$ cat src/rtl/ldst_fwd_pkg.sv
package ldst_fwd_pkg;

  typedef enum logic [2:0] {
    V_NONE  = 3'd0,
    V_FWD   = 3'd1,
    V_QUICK = 3'd2,
    V_LONG  = 3'd3,
    V_LINE  = 3'd4
  } verdict_e;

endpackage

$ cat src/rtl/ldst_fwd_queue.sv
module ldst_fwd_queue #(
  parameter int DEPTH  = 8,
  parameter int ADDR_W = 12,
  parameter int SZ_W   = 2,
  parameter int DATA_W = 64,
  localparam int PTR_W = $clog2(DEPTH),
  localparam int CNT_W = PTR_W + 1
) (
  input  logic                           clk,
  input  logic                           rst_n,
  input  logic                           push,
  input  logic [ADDR_W-1:0]              push_addr,
  input  logic [SZ_W-1:0]                push_size,
  input  logic [DATA_W-1:0]              push_data,
  input  logic                           retire,
  input  logic                           clear,
  output logic [DEPTH-1:0]               ent_valid,
  output logic [DEPTH-1:0][ADDR_W-1:0]   ent_addr,
  output logic [DEPTH-1:0][SZ_W-1:0]     ent_size,
  output logic [DEPTH-1:0][DATA_W-1:0]   ent_data,
  output logic [PTR_W-1:0]               head
);

  logic [PTR_W-1:0] head_q, head_d, tail_q, tail_d;
  logic [CNT_W-1:0] cnt_q, cnt_d;
  logic             retire_ok, push_ok;
  logic [DEPTH-1:0][ADDR_W-1:0] addr_q;
  logic [DEPTH-1:0][SZ_W-1:0]   size_q;
  logic [DEPTH-1:0][DATA_W-1:0] data_q;

  always_comb begin
    retire_ok = retire && (cnt_q != '0);
    push_ok   = push && ((cnt_q != CNT_W'(DEPTH)) || retire_ok) && !clear;
    if (clear) begin
      head_d = '0;
      tail_d = '0;
      cnt_d  = '0;
    end else begin
      head_d = head_q + PTR_W'(retire_ok);
      tail_d = tail_q + PTR_W'(push_ok);
      cnt_d  = cnt_q + CNT_W'(push_ok) - CNT_W'(retire_ok);
    end
  end

  always_ff @(posedge clk or negedge rst_n) begin
    if (!rst_n) begin
      head_q <= '0;
      tail_q <= '0;
      cnt_q  <= '0;
    end else begin
      head_q <= head_d;
      tail_q <= tail_d;
      cnt_q  <= cnt_d;
    end
  end

  always_ff @(posedge clk) begin
    if (push_ok) begin
      addr_q[tail_q] <= push_addr;
      size_q[tail_q] <= push_size;
      data_q[tail_q] <= push_data;
    end
  end

  for (genvar gi = 0; gi < DEPTH; gi++) begin : g_valid
    logic [PTR_W-1:0] age;
    assign age           = PTR_W'(gi) - head_q;
    assign ent_valid[gi] = ({1'b0, age} < cnt_q);
  end

  assign ent_addr = addr_q;
  assign ent_size = size_q;
  assign ent_data = data_q;
  assign head     = head_q;

endmodule

$ cat src/rtl/ldst_fwd_cmp.sv
module ldst_fwd_cmp #(
  parameter int ADDR_W  = 12,
  parameter int SZ_W    = 2,
  parameter int CHUNK_B = 8,
  localparam int OFF_W  = $clog2(CHUNK_B),
  localparam int BYTE_W = OFF_W + 1
) (
  input  logic              st_valid,
  input  logic [ADDR_W-1:0] st_addr,
  input  logic [SZ_W-1:0]   st_size,
  input  logic [ADDR_W-1:0] ld_addr,
  input  logic [SZ_W-1:0]   ld_size,
  output logic              hit,
  output logic              overlap,
  output logic              fwd_ok,
  output logic              st_above,
  output logic [OFF_W-1:0]  byte_off
);

  logic [BYTE_W-1:0] st_bytes, ld_bytes;
  logic [ADDR_W-1:0] st_last, ld_last, d_sl, d_ls;
  logic [ADDR_W-OFF_W-1:0] s0, s1, c0, c1;
  logic exact, upper;

  always_comb begin
    st_bytes = BYTE_W'(1) << st_size;
    ld_bytes = BYTE_W'(1) << ld_size;
    st_last  = st_addr + ADDR_W'(st_bytes) - ADDR_W'(1);
    ld_last  = ld_addr + ADDR_W'(ld_bytes) - ADDR_W'(1);
    s0 = st_addr[ADDR_W-1:OFF_W];
    s1 = st_last[ADDR_W-1:OFF_W];
    c0 = ld_addr[ADDR_W-1:OFF_W];
    c1 = ld_last[ADDR_W-1:OFF_W];
    hit = st_valid && ((s0 == c0) || (s0 == c1) || (s1 == c0) || (s1 == c1));
    d_sl = st_addr - ld_addr;
    d_ls = ld_addr - st_addr;
    overlap  = (d_sl < ADDR_W'(ld_bytes)) || (d_ls < ADDR_W'(st_bytes));
    exact    = (d_ls == '0) && (ld_size <= st_size);
    upper    = (st_addr[OFF_W-1:0] == '0) && (st_size != '0) &&
               (d_ls == ADDR_W'(st_bytes >> 1)) && (ld_size < st_size);
    fwd_ok   = exact || upper;
    st_above = st_addr > ld_addr;
    byte_off = d_ls[OFF_W-1:0];
  end

endmodule

$ cat src/rtl/ldst_fwd_classify.sv
module ldst_fwd_classify
  import ldst_fwd_pkg::*;
#(
  parameter int DEPTH     = 8,
  parameter int SZ_W      = 2,
  parameter int DATA_W    = 64,
  parameter int LINE_B    = 64,
  parameter int LAT_W     = 5,
  parameter int LAT_HIT   = 3,
  parameter int LAT_FWD   = 5,
  parameter int LAT_QUICK = 3,
  parameter int LAT_LONG  = 12,
  parameter int LAT_LINE  = 23,
  localparam int PTR_W    = $clog2(DEPTH),
  localparam int CHUNK_B  = DATA_W / 8,
  localparam int OFF_W    = $clog2(CHUNK_B),
  localparam int LOFF_W   = $clog2(LINE_B)
) (
  input  logic [DEPTH-1:0]             hit,
  input  logic [DEPTH-1:0]             overlap,
  input  logic [DEPTH-1:0]             fwd_ok,
  input  logic [DEPTH-1:0]             st_above,
  input  logic [DEPTH-1:0][OFF_W-1:0]  byte_off,
  input  logic [DEPTH-1:0][DATA_W-1:0] ent_data,
  input  logic [PTR_W-1:0]             head,
  input  logic [LOFF_W-1:0]            ld_off,
  input  logic [SZ_W-1:0]              ld_size,
  output verdict_e                     verdict,
  output logic [DATA_W-1:0]            data,
  output logic [LAT_W-1:0]             latency
);

  logic [PTR_W-1:0]   sel, idx;
  logic               any;
  logic [OFF_W:0]     ld_bytes, chunk_sum;
  logic [LOFF_W:0]    line_sum;
  logic               cross_line, cross_chunk;
  logic [DATA_W-1:0]  shifted, mask;

  always_comb begin
    sel = '0;
    any = 1'b0;
    idx = '0;
    for (int k = 0; k < DEPTH; k++) begin
      idx = head + PTR_W'(k);
      if (hit[idx]) begin
        sel = idx;
        any = 1'b1;
      end
    end

    ld_bytes    = (OFF_W+1)'(1) << ld_size;
    chunk_sum   = {1'b0, ld_off[OFF_W-1:0]} + ld_bytes;
    line_sum    = {1'b0, ld_off} + (LOFF_W+1)'(ld_bytes);
    cross_chunk = chunk_sum > (OFF_W+1)'(CHUNK_B);
    cross_line  = line_sum > (LOFF_W+1)'(LINE_B);

    if (!any)                                           verdict = V_NONE;
    else if (overlap[sel] && cross_line)                verdict = V_LINE;
    else if (fwd_ok[sel])                               verdict = V_FWD;
    else if (!overlap[sel] && !cross_chunk && st_above[sel]) verdict = V_QUICK;
    else                                                verdict = V_LONG;

    shifted = ent_data[sel] >> {byte_off[sel], 3'b000};
    if (ld_size == SZ_W'(OFF_W)) mask = '1;
    else                         mask = (DATA_W'(1) << {ld_bytes, 3'b000}) - DATA_W'(1);
    data = (verdict == V_FWD) ? (shifted & mask) : '0;

    case (verdict)
      V_FWD:   latency = LAT_W'(LAT_FWD);
      V_QUICK: latency = LAT_W'(LAT_QUICK);
      V_LONG:  latency = LAT_W'(LAT_LONG);
      V_LINE:  latency = LAT_W'(LAT_LINE);
      default: latency = LAT_W'(LAT_HIT);
    endcase
  end

endmodule

$ cat src/rtl/ldst_fwd_unit.sv
module ldst_fwd_unit
  import ldst_fwd_pkg::*;
#(
  parameter int DEPTH     = 8,
  parameter int ADDR_W    = 12,
  parameter int DATA_W    = 64,
  parameter int LINE_B    = 64,
  parameter int LAT_W     = 5,
  parameter int LAT_HIT   = 3,
  parameter int LAT_FWD   = 5,
  parameter int LAT_QUICK = 3,
  parameter int LAT_LONG  = 12,
  parameter int LAT_LINE  = 23,
  localparam int CHUNK_B  = DATA_W / 8,
  localparam int OFF_W    = $clog2(CHUNK_B),
  localparam int SZ_W     = $clog2(OFF_W + 1),
  localparam int PTR_W    = $clog2(DEPTH),
  localparam int LOFF_W   = $clog2(LINE_B)
) (
  input  logic              clk,
  input  logic              rst_n,
  input  logic              st_push,
  input  logic [ADDR_W-1:0] st_addr,
  input  logic [SZ_W-1:0]   st_size,
  input  logic [DATA_W-1:0] st_data,
  input  logic              st_retire,
  input  logic              sq_clear,
  input  logic              ld_valid,
  input  logic [ADDR_W-1:0] ld_addr,
  input  logic [SZ_W-1:0]   ld_size,
  output logic              res_valid,
  output logic [2:0]        res_verdict,
  output logic [DATA_W-1:0] res_data,
  output logic [LAT_W-1:0]  res_latency
);

  logic [1:0] rst_pipe;
  logic       rst_q_n;

  always_ff @(posedge clk or negedge rst_n) begin
    if (!rst_n) rst_pipe <= '0;
    else        rst_pipe <= {rst_pipe[0], 1'b1};
  end
  assign rst_q_n = rst_pipe[1];

  logic [DEPTH-1:0]             ent_valid;
  logic [DEPTH-1:0][ADDR_W-1:0] ent_addr;
  logic [DEPTH-1:0][SZ_W-1:0]   ent_size;
  logic [DEPTH-1:0][DATA_W-1:0] ent_data;
  logic [PTR_W-1:0]             head;

  ldst_fwd_queue #(
    .DEPTH(DEPTH), .ADDR_W(ADDR_W), .SZ_W(SZ_W), .DATA_W(DATA_W)
  ) i_queue (
    .clk(clk), .rst_n(rst_q_n),
    .push(st_push), .push_addr(st_addr), .push_size(st_size), .push_data(st_data),
    .retire(st_retire), .clear(sq_clear),
    .ent_valid(ent_valid), .ent_addr(ent_addr), .ent_size(ent_size),
    .ent_data(ent_data), .head(head)
  );

  logic [DEPTH-1:0]            hit, overlap, fwd_ok, st_above;
  logic [DEPTH-1:0][OFF_W-1:0] byte_off;

  for (genvar gi = 0; gi < DEPTH; gi++) begin : g_cmp
    ldst_fwd_cmp #(
      .ADDR_W(ADDR_W), .SZ_W(SZ_W), .CHUNK_B(CHUNK_B)
    ) i_cmp (
      .st_valid(ent_valid[gi]), .st_addr(ent_addr[gi]), .st_size(ent_size[gi]),
      .ld_addr(ld_addr), .ld_size(ld_size),
      .hit(hit[gi]), .overlap(overlap[gi]), .fwd_ok(fwd_ok[gi]),
      .st_above(st_above[gi]), .byte_off(byte_off[gi])
    );
  end

  verdict_e          cls_verdict;
  logic [DATA_W-1:0] cls_data;
  logic [LAT_W-1:0]  cls_lat;

  ldst_fwd_classify #(
    .DEPTH(DEPTH), .SZ_W(SZ_W), .DATA_W(DATA_W), .LINE_B(LINE_B), .LAT_W(LAT_W),
    .LAT_HIT(LAT_HIT), .LAT_FWD(LAT_FWD), .LAT_QUICK(LAT_QUICK),
    .LAT_LONG(LAT_LONG), .LAT_LINE(LAT_LINE)
  ) i_classify (
    .hit(hit), .overlap(overlap), .fwd_ok(fwd_ok), .st_above(st_above),
    .byte_off(byte_off), .ent_data(ent_data), .head(head),
    .ld_off(ld_addr[LOFF_W-1:0]), .ld_size(ld_size),
    .verdict(cls_verdict), .data(cls_data), .latency(cls_lat)
  );

  logic              vld_q, vld_d;
  logic [2:0]        vrd_q, vrd_d;
  logic [DATA_W-1:0] dat_q, dat_d;
  logic [LAT_W-1:0]  lat_q, lat_d;

  always_comb begin
    vld_d = ld_valid;
    vrd_d = vrd_q;
    dat_d = dat_q;
    lat_d = lat_q;
    if (ld_valid) begin
      vrd_d = cls_verdict;
      dat_d = cls_data;
      lat_d = cls_lat;
    end
  end

  always_ff @(posedge clk or negedge rst_q_n) begin
    if (!rst_q_n) begin
      vld_q <= 1'b0;
      vrd_q <= V_NONE;
      dat_q <= '0;
      lat_q <= LAT_W'(LAT_HIT);
    end else begin
      vld_q <= vld_d;
      vrd_q <= vrd_d;
      dat_q <= dat_d;
      lat_q <= lat_d;
    end
  end

  assign res_valid   = vld_q;
  assign res_verdict = vrd_q;
  assign res_data    = dat_q;
  assign res_latency = lat_q;

endmodule

$ cat config.mk
export PLATFORM = sky130hd
export DESIGN_NAME = ldst_fwd_unit
export DESIGN_NICKNAME = d
export VERILOG_FILES = /design/src/rtl/ldst_fwd_pkg.sv /design/src/rtl/ldst_fwd_queue.sv /design/src/rtl/ldst_fwd_cmp.sv /design/src/rtl/ldst_fwd_classify.sv /design/src/rtl/ldst_fwd_unit.sv
export SDC_FILE = /design/constraint.sdc
export NUM_CORES = 2
export LEC_CHECK = 0
export ABC_AREA = 1
export BUFFER_PORTS_ARGS = -buffer_cell sky130_fd_sc_hd__buf_2
export CELL_PAD_IN_SITES_DETAIL_PLACEMENT = 1
export CELL_PAD_IN_SITES_GLOBAL_PLACEMENT = 1
export CORE_ASPECT_RATIO = 0.8
export CORE_UTILIZATION = 43
export DETAILED_ROUTE_END_ITERATION = 7
export PLACE_DENSITY = 0.86
export SYNTH_ARGS = -nofsm -noshare
export SYNTH_HDL_FRONTEND = slang
export SYNTH_SLANG_ARGS = --single-unit
$ cat constraint.sdc
create_clock -name clk -period 2.5 [get_ports clk]
set_clock_uncertainty 0.15 [all_clocks]
set_input_delay 0.25 -clock clk [delete_from_list [all_inputs] [get_ports clk]]
set_output_delay 0.25 -clock clk [all_outputs]
set_load 0.02 [all_outputs]
==> run metrics, run 1 <==
status stopped before the end; stopping stage 5_1_grt; error msg [ERROR GRT-0232] Routing congestion too high. Check the congestion heatmap in the GUI.; hpwl dp 182 mm; share of the synthesized area in the top cell type 36.9%; synthesized area per cell between 7 and 8 sq um; Primary FF master, synth edfxtp_1; FF+latch count, synth 709; clock root cell clkbuf_16; initial core utilization 43.4%; area leader, netlist edfxtp_1; Total GRT Usage 78.7%; synthesized instance count 6448; CTS Buf Count 80; row cnt between 100 and 150; Clock Sinks 709; Die H 309 um; post-synthesis sequential area ratio 41.1%; synth warn 0; post-synth design cell area 50700 sq um; die width around 390 um; asr flop ratio synth around an eighth; clock buffer depth 3; largest net degree at the start of global routing between 50 and 60; Placed Area 63000 sq um; post-synthesis net count 6951; PortBufs 170; gr ovfl total 83; number of enable flip-flop cells after synthesis 624; CTS H-tree lvls 3; GPL Wtd Cong 1.01; # IOs 171; Yosys cell types between 60 and 70; ranking of synthesized cells by area edfxtp_1 (37%), nand2_1 (15%), ha_1 (9.5%)
[kinds of logic after synthesis]
group / synth area share, %
AO/OA/AOI/OAI: 9.52
XOR/XNOR: 3.29
adder cells (fa/ha/maj): 10.3
buffers and inverters: 8.31
flip-flops: 41.1
other: 0.00739
AND/OR/NAND/NOR: 27.5
[per-stage QoR]
step	cells	setup WS (ps)
after floorplan	6448	-2120
after global placement	9149	-3560
after detailed placement	9149	-3880
after CTS	9467	-3130
[timing repair]
item | 4_1_cts
endpoints found under the hold margin | 642
hold buffers | 82
resized for setup | 507
setup endpoints to repair | 244
buffers inserted | 63
pin swaps | 112
cloned | 26
[synthesized netlist by cell type (all sizes together) (21+ instances only)]
cell and count:
nand2 2056, nand3 758, inv 734, edfxtp 624, ha 387, o21ai 366, a21oi 336, nor2 327
xor2 155, buf 146, clkbuf 97, dfrtp 83, nand4 56, nor3 35, xnor2 35, nand3b 28
o211ai 21
[metal layers]
layer | global-route usage, % | GRT overflow
met1 | 77.2 | 4
met2 | 88.6 | 39
met3 | 71.9 | 5
met4 | 75.5 | 34
met5 | 64.0 | 1
==> run 2, diff against run 1 <==
Settings changed: CELL_PAD_IN_SITES_DETAIL_PLACEMENT 1 to unset, CELL_PAD_IN_SITES_GLOBAL_PLACEMENT 1 to unset, CORE_ASPECT_RATIO 0.8 to unset, CORE_UTILIZATION 43 to 40, PLACE_DENSITY 0.86 to unset, PLACE_DENSITY_LB_ADDON set to 0.15.
Clock period 2.5 ns to 3.25 ns, I/O delays scaled along.
==> run 2 against run 1 <==
Compared with the run above:
- the flow now finishes, with violations (setup timing)
- synthesized cell count is the same
- synthesized area is the same
==> run metrics, run 2 <==
r2r endpoint res_data[30]; Antenna diodes 0; R2R Setup Slk -2350 ps; most common cell in the netlist nand2_1; via density per instance between 5 and 6; R2R cell count 42; HP Start ld_valid; vias in the first global route 48800; synthesized instance count 6448 (unchanged); initial core utilization 40.4% (-3.1 points); synthesized area per cell 7.87 sq um (unchanged); die width 358 um (-7.2%); Worst Tran Pin Value 1150 ps; Setup-failing EPs final 72; max-cap violation count 0; Final Hold Viols 0; status complete, but fails checks; number of enable flip-flop cells after synthesis 624 (unchanged); worst skew pair latency 720 ps; wire length per cell 21.6 um; Crit path largest cell delay 550 ps; crit path DAT 6070 ps; Total GRT Usage 32.1%; Placed Area 63800 sq um (+1.2%); ranking of synthesized cells by area edfxtp_1 (37%), nand2_1 (15%), ha_1 (9.5%); Hold Path Sink res_verdict[0]; Max-slew headroom 22.2%; post-synth design cell area 50700 sq um (unchanged); CP required 3710 ps; initial antenna violation count 11; Max Freq 178 MHz; CTS Buf Count 82 (+2.5%); CTS H-tree lvls 3 (unchanged); Final min period 5600 ps; clock buffer depth 3 (unchanged); final wirelength 209 mm; Final Non-Filler Cells 9668; Pre-antenna DRT Iters 6; FF+latch count, synth 709 (unchanged); row cnt 130 (+16%); total core area 126000 sq um; post-route cell area 71700 sq um; largest net degree at the start of global routing 53; full die area about 130000 sq um; PortBufs 170 (unchanged); synth warn 0 (unchanged); gr ovfl total 0; post-synthesis sequential area ratio 41.1% (unchanged); critical path class reg2reg; Clock Sinks 709 (unchanged); clock root cell clkbuf_16; synth cell count leaders nand2_1 (2030), nand3_1 (743), inv_1 (719); violated checks setup timing; Largest register FFs 512; layout cells sized above 1 28.6%; RSZ-0062 raised after global routing yes; reg2reg start i_queue.ent_size[5]; GPL Wtd Cong 0.971 (-3.6%); critical path fanouts, max 14; area leader, netlist edfxtp_1; worst hold stages 5; Worst Setup Start Kind register; share of the synthesized area in the top cell type 36.9% (unchanged); CP endpoint kind register; Reg clk slew, reported paths roughly 60 ps; commonest non-fill, non-tap cell in the layout nand2_1; Hold Crit Class in2reg; # IOs 171 (unchanged); asr flop ratio synth 12.0% (unchanged); slowest CP cell edfxtp_1; final worst path period share 172%; Top cell by count, worst path nand2_1; Placed Instances 9301 (+1.7%); hpwl dp 151 mm (-17%); Final Max Tran Viols 0; CTS tree built; Yosys cell types 62 (unchanged); commonest non-fill, non-tap cells in the layout nand2_1 (1838), buf_4 (1170), inv_1 (703); nets 8452; Primary FF master, synth edfxtp_1; synth-to-layout area growth 41.4%; fin worst setup slack -2350 ps; first-pass GRT wire length 306 mm; DRC viols 0; Die H 358 um (+16%); post-synthesis net count 6951 (unchanged); total number of vias just over 50000; DRT iter0 DRCs 4533; number of routed nets with antenna violations 0
## run 2: cell counts after synthesis
No cell type changed its count.
## run 2: routing by layer
| metal | vias up | track usage (%) | wire, um | part of all wire [%] |
|---|---|---|---|---|
| met1 | 24000 | 42.0 | 87000 | 42 |
| met5 | - | 0 | 10 | 0.0048 |
| met4 | 2 | 16.6 | 11900 | 5.7 |
| li1 | 24600 | - | - | - |
| met2 | 2033 | 51.7 | 94900 | 45 |
| met3 | 537 | 4.57 | 15400 | 7.4 |
## run 2: cells by family (layout without fill, tap and decap cells)
group	after synthesis	count (layout)	synth area share, %
simple gates	3299	3303	27.5
buf+inv	983	2549	8.31
compound gates	861	861	9.52
flops	709	709	41.1
fa+ha+maj	405	405	10.3
xor+xnor	190	190	3.29
other cells	1	1	0.00739
## run 2: layout make-up
| type | count | area (sq um) |
|---|---|---|
| Timing Repair Buffer | 1656 | 15000 |
| Tap cell | 1650 | 2060 |
| Inverter | 740 | 2830 |
| Multi-Input combinational cell | 4760 | 28200 |
| Clock buffer | 95 | 2110 |
| Fill cell | 11300 | 54000 |
| Clock inverter | 58 | 666 |
| Sequential cell | 709 | 20900 |
## run 2: worst max path at each step
stage                    startpoint           end  slack [ps]  cells past startpoint
3_5_place_dp             ld_size[0]   res_data[3]       -2960                     40
6_report        i_queue.ent_size[5]  res_data[30]       -2350                     42
4_1_cts         i_queue.ent_size[5]  res_data[30]       -2150                     42
2_1_floorplan            ld_addr[1]   res_data[6]       -1450                     43
5_1_grt        i_queue.ent_size[12]  res_data[30]       -2610                     42
3_3_place_gp             ld_size[0]   res_data[3]       -2900                     44
## run 2: what timing repair did
item                       4_1_cts  5_1_grt
setup endpoints to repair       72       72
hold buffers                    82        0
setup buffers                   85       20
gates resized for setup        435      193
pin swaps                      105      124
hold endpoints to repair       639        0
cloned                          35        6
## run 2: per-stage QoR
stage	utilization (%)	hold WS (ps)	TNS (ps)	setup WS (ps)
2_1_floorplan	-	-121	-98730	-1450
3_3_place_gp	50.7	-38.4	-194750	-2900
3_5_place_dp	50.7	-39.2	-198310	-2960
4_1_cts	56.3	2.04	-147730	-2150
5_1_grt	57.1	72.4	-182080	-2610
6_report	57.1	74.3	-162030	-2350
## run 2: worst max-delay path: cells and delay by family (launching register included)
family | cells | cell delay (ps)
AND/OR/NAND/NOR | 31 | 3050
buffers and inverters | 9 | 1140
adder cells (fa/ha/maj) | 2 | 570
flip-flops | 1 | 550
Power of run 2 is not shown: default switching activity piles up to over one toggle a cycle in this logic, so the estimate is an artifact.
